==> src/rtl/cgf_pkg.sv <==
package cgf_pkg;
    typedef enum logic [0:0] {
        ST_STABLE  = 1'b0,
        ST_QUALIFY = 1'b1
    } filt_state_t;

    localparam int SEL_RISE = 0;
    localparam int SEL_FALL = 1;
endpackage

==> src/rtl/cgf_sync.sv <==
module cgf_sync #(
    parameter int STAGES = 2
) (
    input  logic clk,
    input  logic rst,
    input  logic din,
    output logic dout
);
    logic [STAGES-1:0] chain_q;

    generate
        if (STAGES == 1) begin : g_single
            always_ff @(posedge clk) begin
                if (rst) chain_q <= '0;
                else     chain_q <= din;
            end
        end else begin : g_multi
            always_ff @(posedge clk) begin
                if (rst) chain_q <= '0;
                else     chain_q <= {chain_q[STAGES-2:0], din};
            end
        end
    endgenerate

    assign dout = chain_q[STAGES-1];
endmodule

==> src/rtl/cgf_filter.sv <==
module cgf_filter
    import cgf_pkg::*;
#(
    parameter int VAL_W = 4,
    parameter int CNT_W = 5,
    parameter int DIV_W = 2
) (
    input  logic             clk,
    input  logic             rst,
    input  logic             sync_in,
    input  logic [VAL_W-1:0] fval,
    output logic             level_q,
    output logic             det_level
);
    localparam logic [DIV_W-1:0] PH_LAST = '1;

    filt_state_t      st_q, st_d;
    logic [CNT_W-1:0] cnt_q, cnt_d;
    logic [DIV_W-1:0] ph_q, ph_d;
    logic             level_d;
    logic             bypass, tick, differs, done;
    logic [CNT_W-1:0] target;

    assign bypass  = (fval == '0);
    assign tick    = (ph_q == PH_LAST);
    assign differs = (sync_in != level_q);
    assign target  = CNT_W'(fval);
    assign done    = tick && ((cnt_q + 1'b1) == target);

    // State register
    always_ff @(posedge clk) begin
        if (rst) st_q <= ST_STABLE;
        else     st_q <= st_d;
    end

    // Next state
    always_comb begin
        st_d = st_q;
        unique case (st_q)
            ST_STABLE: begin
                if (!bypass && differs) st_d = ST_QUALIFY;      // start
            end
            ST_QUALIFY: begin
                if (!differs)   st_d = ST_STABLE;               // reject
                else if (bypass) st_d = ST_STABLE;              // bypass
                else if (done)  st_d = ST_STABLE;               // accept
            end
            default: st_d = ST_STABLE;
        endcase
    end

    // Datapath outputs
    always_comb begin
        cnt_d   = cnt_q;
        ph_d    = ph_q + 1'b1;
        level_d = level_q;
        unique case (st_q)
            ST_STABLE: begin
                if (bypass) begin
                    level_d = sync_in;
                end else if (differs) begin
                    cnt_d = '0;
                    ph_d  = '0;
                end
            end
            ST_QUALIFY: begin
                if (!differs) begin
                    cnt_d = '0;
                end else if (bypass || done) begin
                    level_d = sync_in;
                    cnt_d   = '0;
                end else if (tick) begin
                    cnt_d = cnt_q + 1'b1;
                end
            end
            default: begin
                cnt_d = '0;
            end
        endcase
    end

    always_ff @(posedge clk) begin
        if (rst) begin
            cnt_q   <= '0;
            ph_q    <= '0;
            level_q <= 1'b0;
        end else begin
            cnt_q   <= cnt_d;
            ph_q    <= ph_d;
            level_q <= level_d;
        end
    end

    assign det_level = bypass ? sync_in : level_q;

    // counter only moves on a prescaler tick while qualifying
    p_tick_only_r3: assert property (@(posedge clk) disable iff (rst)
        (st_q == ST_QUALIFY && $past(st_q) == ST_QUALIFY && cnt_q != $past(cnt_q))
        |-> ($past(ph_q) == PH_LAST));

    // with filtering on, the level only moves out of qualification to the input value
    p_level_qualified_r4: assert property (@(posedge clk) disable iff (rst)
        ($past(fval) != '0 && level_q != $past(level_q))
        |-> ($past(st_q) == ST_QUALIFY && $past(sync_in) == level_q));
endmodule

==> src/rtl/cgf_edge.sv <==
module cgf_edge
    import cgf_pkg::*;
(
    input  logic       clk,
    input  logic       rst,
    input  logic       level,
    input  logic [1:0] sel,
    input  logic       clr,
    output logic       flag_q
);
    logic prev_q;
    logic rise, fall, hit;

    assign rise = level & ~prev_q;
    assign fall = ~level & prev_q;
    assign hit  = (rise & sel[SEL_RISE]) | (fall & sel[SEL_FALL]);

    always_ff @(posedge clk) begin
        if (rst) begin
            prev_q <= 1'b0;
            flag_q <= 1'b0;
        end else begin
            prev_q <= level;
            if (hit)      flag_q <= 1'b1;
            else if (clr) flag_q <= 1'b0;
        end
    end

    // flag holds without a clear
    p_flag_sticky_r7: assert property (@(posedge clk) disable iff (rst)
        (flag_q && !clr) |=> flag_q);

    // flag rises only after a level change was seen
    p_flag_cause_r6: assert property (@(posedge clk) disable iff (rst)
        $rose(flag_q) |-> $past(level != prev_q));
endmodule

==> src/rtl/chan_glitch_filter.sv <==
module chan_glitch_filter #(
    parameter int VAL_W       = 4,
    parameter int CNT_W       = 5,
    parameter int DIV_W       = 2,
    parameter int SYNC_STAGES = 2
) (
    input  logic             clk,
    input  logic             rst,
    input  logic             raw_in,
    input  logic [VAL_W-1:0] filt_val,
    input  logic [1:0]       edge_sel,
    input  logic             flag_clr,
    output logic             filt_level,
    output logic             chan_flag
);
    logic sync_lvl;
    logic det_lvl;

    cgf_sync #(.STAGES(SYNC_STAGES)) u_sync (
        .clk  (clk),
        .rst  (rst),
        .din  (raw_in),
        .dout (sync_lvl)
    );

    cgf_filter #(.VAL_W(VAL_W), .CNT_W(CNT_W), .DIV_W(DIV_W)) u_filter (
        .clk       (clk),
        .rst       (rst),
        .sync_in   (sync_lvl),
        .fval      (filt_val),
        .level_q   (filt_level),
        .det_level (det_lvl)
    );

    cgf_edge u_edge (
        .clk    (clk),
        .rst    (rst),
        .level  (det_lvl),
        .sel    (edge_sel),
        .clr    (flag_clr),
        .flag_q (chan_flag)
    );

    // first cycle after reset is quiet
    p_reset_quiet_r8: assert property (@(posedge clk) disable iff (rst)
        $past(rst) |-> (!chan_flag && !filt_level));
endmodule

==> config.mk <==
export PLATFORM = sky130hd
export DESIGN_NAME = chan_glitch_filter
export DESIGN_NICKNAME = d
export VERILOG_FILES = /design/src/rtl/cgf_pkg.sv /design/src/rtl/cgf_sync.sv /design/src/rtl/cgf_filter.sv /design/src/rtl/cgf_edge.sv /design/src/rtl/chan_glitch_filter.sv
export SDC_FILE = /design/constraint.sdc
export NUM_CORES = 1
export LEC_CHECK = 0
export BUFFER_PORTS_ARGS = -buffer_cell sky130_fd_sc_hd__buf_2
export CAP_MARGIN = 5
export CORE_MARGIN = 2
export CORE_UTILIZATION = 49
export CTS_BUF_LIST = sky130_fd_sc_hd__clkbuf_16
export DETAILED_ROUTE_END_ITERATION = 6
export PLACE_DENSITY = 0.67
export SLEW_MARGIN = 20
export SYNTH_ARGS = -nofsm -noshare
export SYNTH_HDL_FRONTEND = slang
export SYNTH_HIERARCHICAL = 1
export SYNTH_SLANG_ARGS = --single-unit
==> constraint.sdc <==
create_clock -name clk -period 2.6 [get_ports clk]
set_clock_uncertainty 0.1 [all_clocks]
set_input_delay 0 -clock clk [delete_from_list [all_inputs] [get_ports clk]]
set_output_delay 0 -clock clk [all_outputs]
set_load 0.005 [all_outputs]
==> metrics.txt, run 1 <==
WL/cell 15.0 um; vias 650; Metal-1 WL 750 um; Area Overhead vs Synth 25.8%; Initial Util 0.542; Tcrit/Tclk final 0.790; clock tree from TritonCTS done; Async S/R FF share, synth 0; grt total ovfl 0; post-synthesis area per instance 9.15 um^2; die area 1800 um^2; vias in the first global route 614; vias per inst 5.80; R2R Path End u_filter/cnt_q[0]; Warnings, synthesis 6; worst hold start filt_val[3]; setup tns final 0 ps; slowest cell on the critical path dfxtp_1; Synth cell types 37; worst reg2reg path startpoint u_filter/cnt_q[0]; # rows 13; cts repair resizes 0; Overall Power 0.000536 W; Syn Inst Count 79; Leak Pwr 0.378 nW; Max-slew headroom 0.528; Synth area leaders dfxtp_1 36%, nand2_1 5.2%, nor2b_1 4.3%; ANT nets after route 0; Register-to-Register Path Depth 6; gpl congestion 0.832; final core utilization 0.682; number of enable flip-flop cells after synthesis 0; largest family of logic cells by synthesized area simple AND/OR/NAND/NOR gates; Hold EP u_filter/level_q; CTS root buffer clkbuf_16; Max clock buf depth 2; share of layout cells above drive strength 1 0.216; proportion of synthesized area in mux cells 0.0294; die height 42.4 um; Num CTS Buffers 3; post-DP HPWL 1.10 mm; Worst Max-Slew Pin Slew 701 ps; worst-skew pair later-pin latency 240 ps; Setup CP Type reg -> reg; R2R setup slack 550 ps; Worst setup EP type register; Slew Limit Fails 0; Synth Flop Type dfxtp_1; dpl cells 103; Critical Path Start u_filter/cnt_q[0]; Post-CTS Hold Fix Bufs 5; n_diodes 0; Fin. Hold Viols 0; DRT iter0 DRCs 12; largest net degree at the start of global routing 14; Post-Syn Area 723 um^2; Design Area, Final 910 um^2; global-route usage over all layers 0.211; post-synth top area cell dfxtp_1; RSZ-0062 raised after global routing no; max cap viols 0; min-delay worst type in -> reg; Syn Nets 91; flops & latches, synth 13; register area share after synthesis 0.360; Simple-Gate Fraction of Synth Area 0.315; CTS Sinks 13; min cycle time layout 2050 ps; top-level port count 12; WL met3 66 um; post-synthesis compound-gate area fraction 0.161; Synth top area share 0.360; Post-route DRC 0; First-pass DRT Iterations 4; maximum vdd drop 0.500 mV; max frequency 487 MHz; CTS clk-pin slew, worst paths 50 ps; Non-Filler Instances 112; Synth Area in Adders 0.0346; Max stage delay on crit path 390 ps; met2 wire len 761 um; Setup Fix Bufs, Post-CTS 0; Data arrival, critical path 2080 ps; number of H-tree levels 1; top sig layer met4; # setup viols final 0; pwr dens 590 nW/um^2; initial antenna violation count 0; global-route wire length before repair 2.76 mm; core area 1330 um^2; CP Cell Sequence ha_1 -> nor3b_1 -> o21ai_1 -> a211oi_4 -> nor2_1 -> mux2_2; outcome finished, final reports clean; chip width 42.4 um; crit-path max FO 7; startpoint types register; XOR/XNOR Fraction of Synth Area 0.0727; # nets final 110; worst hold stages 4; Data required, critical path 2630 ps; Area after DPL 781 um^2; total wire length 1.68 mm; PortBufs 11
sequential cells by signal (all words and copies together) (netlist names):
register,cells
u_filter/level_q,1
u_filter/cnt_q,5
u_edge/flag_q,1
u_filter/ph_q,2
u_edge/prev_q,1
u_filter/st_q,1
u_sync/chain_q,2
kinds of logic (layout without fill, tap and decap cells):
kind of cell / Yosys count / count (layout)
and+or+nand+nor: 38 / 38
AOI/OAI and AO/OA: 15 / 15
DFF: 13 / 13
xor gates and xnor gates: 6 / 6
buffers and inverters: 3 / 21
adders and majority gates: 2 / 2
muxes: 2 / 2
worst max-delay path: cells and delay by family, from the launching register on:
family                   cells  cell delay (ps)
AO/OA/AOI/OAI                2              520
AND/OR/NAND/NOR              2              330
flip-flops                   1              390
multiplexers                 1              280
adder cells (fa/ha/maj)      1              310
cell type report:
class / count / area [um^2]
multi-input cells: 63 / 443
fillers: 114 / 424
flip-flops and latches: 13 / 260
repair buffers: 16 / 105
clock buffers: 3 / 75.1
well taps: 15 / 18.8
clock inverters: 1 / 3.75
inverters: 1 / 3.75
per-layer routing:
metal / vias to the layer above / track usage
li1: 322 / -
met1: 297 / 0.251
met2: 20 / 0.302
met3: 11 / 0.0560
met4: 0 / 0.200
met5: - / 0
report_power, final:
group          switching [W]  total (W)  internal (W)
Combinational      0.0000208  0.0000417     0.0000209
Sequential        0.00000278   0.000208      0.000206
Clock              0.0000839   0.000286      0.000203
cells in the mapped netlist, types with 2 or more instances:
library cell and number:
dfxtp_1 13, nand2_1 10, nor2b_1 5, a21oi_1 3, nand2b_1 3, nand3b_1 3
nor2_1 3, xnor2_1 3, xor2_1 3, ha_1 2, nand3_1 2, nor3_1 2
nor3b_1 2, nor4_1 2
metrics by stage:
| stage | worst slack (ps) | hold WS [ps] |
|---|---|---|
| after floorplan | 814 | -30.6 |
| after global placement | 712 | 114 |
| after detailed placement | 595 | 121 |
| after CTS | 590 | 171 |
| after global routing | 445 | 218 |
| final | 546 | 195 |
how the worst max path moves through the flow:
stage / end / cells past startpoint
after floorplan: u_filter/cnt_q[3] / 6
after global placement: u_filter/cnt_q[3] / 6
after detailed placement: u_filter/cnt_q[0] / 6
after CTS: u_filter/cnt_q[0] / 6
after global routing: u_filter/cnt_q[3] / 6
final: u_filter/cnt_q[0] / 6
placed cells by master, fill, tap and decap left out, types with 3 or more instances in the layout:
master         count
a21oi_1            3
buf_2             11
clkbuf_16          3
dfxtp_1           13
dlygate4sd3_1      5
nand2_1           10
nand2b_1           3
nand3b_1           3
nor2_1             3
nor2b_1            5
xnor2_1            3
xor2_1             3
(Power assumes the default switching activity.)
==> run 2, diff against run 1 <==
- CORE_UTILIZATION: 49 -> 47
- clock period: 2.6 -> 1.8 ns (I/O delays scaled with it)
==> metrics.txt, run 2 (same netlist as run 1, synthesis figures left out) <==
outcome finished with violations; violated checks hold timing; FF+latch area 263 um^2 (+0.96%); Tcrit/Tclk final 0.953 (+0.163); Slew Limit Fails 0 (unchanged); Setup CP Type reg -> reg; die area 1870 um^2 (+3.9%); CTS clk-pin slew, worst paths 40 ps (about the same); met1 Usage GRT 0.210 (-0.0403); max frequency 583 MHz (+20%); vias in the first global route 622 (+1.3%); ANT nets after route 0 (unchanged); share of layout cells above drive strength 1 0.350 (+0.134); Overall Power 0.000772 W (+44%); # nets final 113 (+2.7%); # rows 14 (+1); worst-skew pair later-pin latency 240 ps (about the same); Num CTS Buffers 3 (unchanged); Setup Fix Bufs, Post-CTS 0 (unchanged); gpl congestion 0.838 (+0.66%); Data arrival, critical path 1740 ps (-340 ps); Area after DPL 820 um^2 (+5.0%); CP Cell Sequence xor2_2 -> xnor2_2 -> a211oi_4 -> nor2_1 -> mux2_2; Top reg by flops u_filter/cnt_q; RSZ-0062 raised after global routing yes; initial antenna violation count 0 (unchanged); # setup viols final 0 (unchanged); met3 Use GR 0.0638 (+0.00780); PortBufs 11 (unchanged); max cap viols 0 (unchanged); Max-slew headroom 0.789 (+0.261); dpl cells 109 (+5.8%); pwr dens 785 nW/um^2 (+33%); n_diodes 0 (unchanged); vias per inst 5.61 (-3.3%); Leak Pwr 0.403 nW (+6.7%); top-level port count 12 (unchanged); post-DP HPWL 1.08 mm (-2.1%); number of H-tree levels 1 (unchanged); WP buf/inv 0 (unchanged); Max clock buf depth 2 (unchanged); Worst setup EP type register; most frequent cells in the layout 11 x buf_2, 11 x dfxtp_1, 10 x nand2_1; chip width 43.2 um (+1.9%); Non-Filler Instances 116 (+3.6%); grt total ovfl 0 (unchanged); DRT iter0 DRCs 14 (+2); core area 1470 um^2 (+10%); max reg flops 5 (unchanged); global-route wire length before repair 2.58 mm (-6.5%); hold slack -1.89 ps (-197 ps); CTS root buffer clkbuf_16; largest registers u_filter/cnt_q (5), u_filter/ph_q (2), u_sync/chain_q (2); Area Overhead vs Synth 36.0%; CTS Sinks 13 (unchanged); Post-route DRC 0 (unchanged); total wire length 1.54 mm (-7.9%); Data required, critical path 1830 ps (-800 ps); WL/cell 13.3 um (-11%); Worst Max-Slew Pin Slew 315 ps (-386 ps); GRT Max-Usage Layer met2; die height 43.2 um (+1.9%); largest net degree at the start of global routing 14 (unchanged); startpoint types register; Initial Util 0.491 (-0.0507); footprint of the multi-input gates 492 um^2 (+11%); vias 651 (+0.15%); maximum vdd drop 0.730 mV (+46%); Fin. Hold Viols 1 (+1); clock tree from TritonCTS done; crit-path max FO 7 (unchanged); setup tns final 0 ps (unchanged); min-delay worst type in -> reg; met2 global-route usage 0.313 (+0.0119); layout filler cell count 136 (+19%); Design Area, Final 983 um^2 (+8.1%); First-pass DRT Iterations 4 (unchanged); Max stage delay on crit path 490 ps (+100 ps); slowest cell on the critical path dfxtp_1; min cycle time layout 1720 ps (-339 ps); CP top delay family flip-flops; global-route usage over all layers 0.190 (-0.0209)
==> run 2: cell types whose count changed in the layout (fill, tap and decap cells not counted), sizes merged <==
cell / delta
dlygate4sd3: -2
buf: +5
==> run 2: cell type report <==
| class | count | share of cell area |
|---|---|---|
| clock buffers | 3 | 0.0763 |
| inverters | 1 | 0.00382 |
| repair buffers | 19 | 0.128 |
| flip-flops and latches | 13 | 0.267 |
| clock inverters | 1 | 0.00382 |
| multi-input cells | 63 | 0.500 |
| well taps | 16 | 0.0204 |
==> run 2: report_power, final <==
part | internal, W | total [W] | switching, W
Sequential | 0.000297 | 0.000302 | 0.00000484
Clock | 0.000292 | 0.000411 | 0.000119
Combinational | 0.0000296 | 0.0000593 | 0.0000297
Total | 0.000619 | 0.000772 | 0.000153
==> run 2: final timing paths <==
kind,depth (start not counted),slack [ps],endpoint,start
setup / recovery,5,80,u_filter/cnt_q[0],u_filter/cnt_q[3]
hold / removal,2,-2,u_sync/chain_q[0],rst
hold reg to reg,1,340,u_filter/ph_q[0],u_filter/ph_q[0]
setup reg to reg,5,80,u_filter/cnt_q[0],u_filter/cnt_q[3]
==> run 2: metal layers <==
metal	up-vias	part of all wire	wire [um]
met2	13	0.52	797
met4	0	0.023	36
met5	-	0	0
met3	4	0.045	69
met1	311	0.41	640
li1	323	-	-
==> run 2: through the flow <==
stage | setup slack (ps) | util
final | 84.9 | 0.668
after global routing | -7.48 | 0.668
after CTS | 19.9 | 0.633
after detailed placement | -12.9 | 0.557
after global placement | 1.54 | 0.557
after floorplan | 14.2 | -
==> run 2: repair_timing <==
| action | 4_1_cts | 5_1_grt |
|---|---|---|
| endpoints found under the hold margin | 2 | 0 |
| pin swaps | 1 | 2 |
| hold buffers | 3 | 0 |
| resized for setup | 1 | 10 |
| setup endpoints to repair | 2 | 5 |
==> run 2: worst reg2reg max path, delay by kind of cell (launching register included) <==
| kind | cells | cell delay, ps |
|---|---|---|
| xor+xnor | 2 | 340 |
| compound gates | 1 | 290 |
| flops | 1 | 490 |
| mux | 1 | 260 |
| simple gates | 1 | 110 |
